## config.mk

```make
export PLATFORM = sky130hd
export DESIGN_NAME = sys_rst_ctrl
export DESIGN_NICKNAME = d
export VERILOG_FILES = /design/src/rtl/rstctl_pkg.sv /design/src/rtl/rstctl_decode.sv /design/src/rtl/rstctl_core.sv /design/src/rtl/rstctl_rdmux.sv /design/src/rtl/sys_rst_ctrl.sv
export SDC_FILE = /design/constraint.sdc
export NUM_CORES = 1
export LEC_CHECK = 0
export ABC_CLOCK_PERIOD_IN_PS = 2300
export BUFFER_PORTS_ARGS = -buffer_cell sky130_fd_sc_hd__buf_2
export CAP_MARGIN = 20
export CORE_AREA = 8 8 45 47
export CTS_BUF_LIST = sky130_fd_sc_hd__clkbuf_8
export DETAILED_ROUTE_END_ITERATION = 8
export DIE_AREA = 0 0 53 55
export HOLD_SLACK_MARGIN = 0.15
export SYNTH_ARGS = -nofsm -noshare
export SYNTH_HDL_FRONTEND = slang
export SYNTH_SLANG_ARGS = --single-unit
```

## constraint.sdc

```tcl
create_clock -name clk_i -period 2.3 [get_ports clk_i]
set_input_delay 0.575 -clock clk_i [delete_from_list [all_inputs] [get_ports clk_i]]
set_output_delay 0.575 -clock clk_i [all_outputs]
set_load 0.02 [all_outputs]
```

## src/rtl/rstctl_pkg.sv

```systemverilog
package rstctl_pkg;
  localparam int unsigned RSTCTL_ADDR_W   = 16;
  localparam int unsigned RSTCTL_DATA_W   = 8;
  localparam logic [RSTCTL_ADDR_W-1:0] RSTCTL_PORT = 16'hCF9;
  localparam int unsigned RSTCTL_TRIG_BIT = 2;
  localparam int unsigned RSTCTL_TYPE_BIT = 1;

  typedef struct packed {
    logic wr_hit;
    logic rd_hit;
  } rstctl_sel_t;
endpackage

```

## src/rtl/rstctl_decode.sv

```systemverilog
module rstctl_decode
  import rstctl_pkg::*;
#(
  parameter int unsigned ADDR_W = RSTCTL_ADDR_W,
  parameter logic [ADDR_W-1:0] PORT = RSTCTL_PORT
) (
  input  logic [ADDR_W-1:0] addr_i,
  input  logic              wr_i,
  input  logic              rd_i,
  output rstctl_sel_t       sel_o
);
  logic match;

  // full-width compare: no aliasing on upper address bits
  assign match        = (addr_i == PORT);
  assign sel_o.wr_hit = wr_i & match;
  assign sel_o.rd_hit = rd_i & match;
endmodule

```

## src/rtl/rstctl_core.sv

```systemverilog
module rstctl_core (
  input  logic clk_i,
  input  logic rst_ni,
  input  logic wr_hit_i,
  input  logic trig_i,
  input  logic type_i,
  output logic req_o,
  output logic type_q_o
);
  always_ff @(posedge clk_i or negedge rst_ni) begin
    if (!rst_ni) begin
      req_o    <= 1'b0;
      type_q_o <= 1'b0;
    end else begin
      req_o <= wr_hit_i & trig_i;
      // trigger writes leave storage untouched
      if (wr_hit_i && !trig_i) type_q_o <= type_i;
    end
  end

  AST_REQ_NEEDS_TRIG: assert property (@(posedge clk_i) disable iff (!rst_ni)
    req_o |-> $past(wr_hit_i && trig_i));
  AST_TRIG_KEEPS_TYPE: assert property (@(posedge clk_i) disable iff (!rst_ni)
    (wr_hit_i && trig_i) |=> $stable(type_q_o));
  AST_STORE_TYPE: assert property (@(posedge clk_i) disable iff (!rst_ni)
    (wr_hit_i && !trig_i) |=> (type_q_o == $past(type_i)));
endmodule

```

## src/rtl/rstctl_rdmux.sv

```systemverilog
module rstctl_rdmux #(
  parameter int unsigned DATA_W   = 8,
  parameter int unsigned TYPE_BIT = 1
) (
  input  logic              rd_hit_i,
  input  logic              type_q_i,
  output logic [DATA_W-1:0] rdata_o,
  output logic              vld_o
);
  for (genvar i = 0; i < DATA_W; i++) begin : g_bit
    if (i == TYPE_BIT) begin : g_type
      assign rdata_o[i] = rd_hit_i & type_q_i;
    end else begin : g_zero
      assign rdata_o[i] = 1'b0;
    end
  end
  assign vld_o = rd_hit_i;
endmodule

```

## src/rtl/sys_rst_ctrl.sv

```systemverilog
module sys_rst_ctrl
  import rstctl_pkg::*;
#(
  parameter int unsigned ADDR_W   = RSTCTL_ADDR_W,
  parameter int unsigned DATA_W   = RSTCTL_DATA_W,
  parameter logic [ADDR_W-1:0] PORT = RSTCTL_PORT,
  parameter int unsigned TRIG_BIT = RSTCTL_TRIG_BIT,
  parameter int unsigned TYPE_BIT = RSTCTL_TYPE_BIT
) (
  input  logic              clk_i,
  input  logic              rst_ni,
  input  logic [ADDR_W-1:0] io_addr_i,
  input  logic              io_wr_i,
  input  logic              io_rd_i,
  input  logic [DATA_W-1:0] io_wdata_i,
  output logic [DATA_W-1:0] io_rdata_o,
  output logic              io_rdata_vld_o,
  output logic              sys_rst_req_o,
  output logic              rst_type_o
);
  rstctl_sel_t sel;
  logic        type_q;
  logic        unused_wdata;

  assign unused_wdata = ^io_wdata_i;

  rstctl_decode #(.ADDR_W(ADDR_W), .PORT(PORT)) u_decode (
    .addr_i (io_addr_i),
    .wr_i   (io_wr_i),
    .rd_i   (io_rd_i),
    .sel_o  (sel)
  );

  rstctl_core u_core (
    .clk_i    (clk_i),
    .rst_ni   (rst_ni),
    .wr_hit_i (sel.wr_hit),
    .trig_i   (io_wdata_i[TRIG_BIT]),
    .type_i   (io_wdata_i[TYPE_BIT]),
    .req_o    (sys_rst_req_o),
    .type_q_o (type_q)
  );

  rstctl_rdmux #(.DATA_W(DATA_W), .TYPE_BIT(TYPE_BIT)) u_rdmux (
    .rd_hit_i (sel.rd_hit),
    .type_q_i (type_q),
    .rdata_o  (io_rdata_o),
    .vld_o    (io_rdata_vld_o)
  );

  assign rst_type_o = type_q;

  AST_MISS_KEEPS_TYPE: assert property (@(posedge clk_i) disable iff (!rst_ni)
    !(io_wr_i && io_addr_i == PORT) |=> $stable(rst_type_o));
  AST_REQ_FROM_PORT: assert property (@(posedge clk_i) disable iff (!rst_ni)
    sys_rst_req_o |-> $past(io_wr_i && io_addr_i == PORT && io_wdata_i[TRIG_BIT]));
  AST_RD_MISS_QUIET: assert property (@(posedge clk_i) disable iff (!rst_ni)
    !(io_rd_i && io_addr_i == PORT) |-> (io_rdata_o == '0 && !io_rdata_vld_o));
  AST_TRIG_BIT_ZERO: assert property (@(posedge clk_i) disable iff (!rst_ni)
    !io_rdata_o[TRIG_BIT]);
  AST_RD_TYPE: assert property (@(posedge clk_i) disable iff (!rst_ni)
    io_rdata_vld_o |-> (io_rdata_o[TYPE_BIT] == rst_type_o));
endmodule

```

## Word level (Yosys, flattened, before mapping)

Cells that the tools add are included.

| storage, ports and cells | value |
|---|---|
| word-level logic and storage cells | 9 |
| output and inout bits | 11 |
| input bits | 28 |
| register bits after elaboration | 2 |

| operators by class | value |
|---|---|
| bitwise operators | 4 |
| eq/ne operators | 1 |
| reductions and logical operators | 2 |

Operator list:

| cell | count |
|---|---|
| equality test 16 x 12 -> 1 bit, second input constant | 1 |
| AND 1 bit | 4 |
| logical AND 1 bit | 1 |
| zero test 1 bit | 1 |

## Depth between registers and ports, before layout

| logic depth | value |
|---|---|
| depth after elaboration | 3 |
| mapped depth | 4 |
| mapped depth without buffers | 4 |

## Cells and area by module

A second synthesis with hierarchy kept.

| unflattened totals | value |
|---|---|
| cell total of the unflattened synthesis | 22 |
| area, all modules | 221.5 um2 |

Modules (own cells, without submodules):

| module | instances | cells an instance | sequential area each (um2) | area an instance (um2) |
|---|---|---|---|---|
| rstctl_core | 1 | 5 | 50.0 | 86.3 |
| rstctl_rdmux | 1 | 10 | 0.0 | 70.1 |
| rstctl_decode | 1 | 7 | 0.0 | 65.1 |

## Worst setup path before layout

OpenSTA, ideal clock, no wires.

| path | value |
|---|---|
| path kind | input to output |
| start | input io_addr_i[12] |
| end | output io_rdata_o[1] |
| arrival | 1.647 ns |
| buffers on the path | 0 |
| required time | 1.725 ns |
| stages | 3 |
| slack | 0.078 ns |
| path through | or4_4 nor4_4 and3_1 |

| on the way | value |
|---|---|
| word-level cells in the longest chain between the ends | 3 |

RTL lines:

| item | RTL line | RTL |
|---|---|---|
| start: declaration | sys_rst_ctrl.sv:12 | `input logic [ADDR_W-1:0] io_addr_i,` |
| equality test 16 x 12 -> 1 bit | rstctl_decode.sv:15 | `assign match = (addr_i == PORT);` |
| AND 1 bit | rstctl_decode.sv:17 | `assign sel_o.rd_hit = rd_i & match;` |
| AND 1 bit | rstctl_rdmux.sv:12 | `assign rdata_o[i] = rd_hit_i & type_q_i;` |
| end: declaration | sys_rst_ctrl.sv:16 | `output logic [DATA_W-1:0] io_rdata_o,` |

No other way between the ends.

## Worst setup path after layout

Ends and elaborated chain as after synthesis.

==> out/metrics.csv <==
metric;value;unit
status;finished, violations left;
failed_checks;negative setup slack;
grt_pass1_vias;278;
ys_seq_area_share;21.9;%
yosysWarnings;0;
power_density;494;mW/mm^2
syn_inst;20;
drtIter0Drc;0;
ir_drop;0.111;mV
vias_per_cell;3.60;
synth_cell_types;12;
cp_data_arrival_time;1.79;ns
path_clk_slew;0.03;ns
grt_pass1_wl;1.12;mm
drc;0;
start_kind;input pin;
totalPowerFinal;0.208;mW
drive_gt1_share;69.4;%
antenna_found_initial;0;
placed_cell_area;344;sq um
synth.avg_cell_area;11.4;sq um
via_count;234;
crit_start;io_addr_i[12];
finalWorstSetupSlack;-0.0604;ns
rsz0062_at_grt;yes;
slew_viol_final;0;
path_class;input pin to output pin;
clkPwrFrac;64.8;%
p_comb_share;18.2;%
hold_class;flip-flop to flip-flop;
fin_cells;65;
row_count;14;
cts_buffer_depth;2;
die_x;53;microns
r2r_setup_slack;1.54;ns
fp.dieArea;0.00292;sq mm
core_area;0.00138;sq mm
start_util;16.5;%
post-place-cells;60;
switchingPower;0.0438;mW
drt_pass1_iterations;1;
fp.dieH;55;microns
sw_frac_of_total;21.0;%
fin_crit_sh;103;%
period_minus_slack;2.36;ns
min_path_cells;1;
grt_max_degree;4;
clk-insertion-delay-late;0.21;ns
cts_tree;done;
gp_congestion;0.638;
hold_viol;0;
p_leak;0.250;nW
cp-end-kind;output pin;
critPathRequiredTime;1.73;ns
p_seq_share;17.0;%
timing.hold.ws;0.534;ns
wire_per_inst;12.0;microns
dp_hpwl;679;microns
timing.setup.tns;-0.106;ns
numCtsBuffers;3;
skew;0;ns
worstSetupEndpoint;io_rdata_o[1];
wirelength;779;microns
root_buffer;clkbuf_8;
ant_nets;0;
r2r-start;u_core.type_q_o$_DFFE_PN0P_;
io_buffers;25;
fin_area;422;sq um
htreeDepth;1;
setup_viol;2;
fmax;424;MHz
final_nets;79;
diodes;0;
synth-seq-cells;2;
critPathMaxFanout;3;
reg2reg_depth;1;
maxCapViolCount;0;
area_growth;84.2;%
grt_usage;5.40;%
ios;39;
grt_remaining_overflow;0;
clock-sinks;2;
r2r-end;u_core.type_q_o$_DFFE_PN0P_;
netlist_area;229;sq um
p_int;0.164;mW
==> how the worst min path moves through the flow <==
stage                           startpoint  slack [ns]                           to
3_5_place_dp                        rst_ni        0.36       u_core.req_o$_DFF_PN0_
3_3_place_gp                        rst_ni        0.36       u_core.req_o$_DFF_PN0_
4_1_cts        u_core.type_q_o$_DFFE_PN0P_        0.54  u_core.type_q_o$_DFFE_PN0P_
2_1_floorplan                       rst_ni        0.28       u_core.req_o$_DFF_PN0_
5_1_grt        u_core.type_q_o$_DFFE_PN0P_        0.55  u_core.type_q_o$_DFFE_PN0P_
6_report       u_core.type_q_o$_DFFE_PN0P_        0.53  u_core.type_q_o$_DFFE_PN0P_
==> cells in the mapped netlist <==
cell / instances / area (sq um)
and2_1: 1 / 6.26
and3_1: 2 / 12.5
buf_4: 7 / 52.6
conb_1: 1 / 3.75
dfrtp_1: 2 / 50.1
mux2_4: 1 / 15.0
nand3b_1: 1 / 7.51
nand4b_1: 1 / 8.76
nand4b_4: 1 / 23.8
nand4bb_2: 1 / 16.3
nor4_4: 1 / 21.3
or4_4: 1 / 11.3
==> registers in the layout (all words and copies together), names as in the netlist <==
register	cells
u_core.req_o	1
u_core.type_q_o	1
==> stage by stage <==
stage | setup slack, ns | utilization [%]
5_1_grt | -0.144 | 30.5
2_1_floorplan | 0.0784 | -
6_report | -0.0604 | 30.5
3_3_place_gp | -0.112 | 24.9
3_5_place_dp | -0.116 | 24.9
4_1_cts | -0.0752 | 30.5
==> cells in the final DEF, fill, tap and decap left out, drive strengths merged <==
cell	synthesis	final
and2	1	1
and3	2	2
buf	7	26
clkbuf	0	3
conb	1	7
dfrtp	2	2
dlygate4sd3	0	1
mux2	1	1
nand3b	1	1
nand4b	2	2
nand4bb	1	1
nor4	1	1
or4	1	1
==> worst max-delay path, stage by stage <==
cell	delay, ns
buf_6	0.09
or4_4	0.53
nor4_4	0.27
and3_1	0.21
buf_6	0.12
==> cell families (layout without fill, tap and decap cells) <==
logic type	count (synthesis)	in the layout	synth area share [%]
other	1	7	1.64
muxes	1	1	6.56
buffers and inverters	7	30	23.0
DFF	2	2	21.9
and+or+nand+nor	9	9	47.0
==> repair_timing <==
| action | in CTS | in global routing |
|---|---|---|
| setup endpoints to repair | 2 | 2 |
| pin swaps | 1 | 0 |
| buffers inserted | 1 | 0 |
| hold endpoints to repair | 2 | 0 |
| resized for setup | 5 | 0 |
| hold buffers | 1 | 0 |
==> area by class of cell <==
| cell class | count | area (sq um) |
|---|---|---|
| fillers | 147 | 962 |
| repair buffers | 27 | 161 |
| multi-input cells | 17 | 149 |
| flip-flops and latches | 2 | 50.0 |
| clock buffers | 3 | 41.3 |
| well taps | 16 | 20.0 |
==> power groups by stage <==
stage / clock network, mW / logic (mW) / registers, mW
finish: 0.135 / 0.0378 / 0.0355
global route: 0.142 / 0.0412 / 0.0355
CTS: 0.138 / 0.0375 / 0.0355
detailed placement: 0 / 0.0352 / 0.0358
global placement: 0 / 0.0342 / 0.0358
floorplan: 0 / 0.0245 / 0.0358
==> layer usage <==
layer,part of all wire [%],vias up,track usage (%)
met1,24,110,3.48
met5,0,-,0
li1,-,118,-
met3,3.9,0,1.07
met4,0,0,5.17
met2,72,6,11.7
No activity file was read; power rests on OpenSTA's default activity.
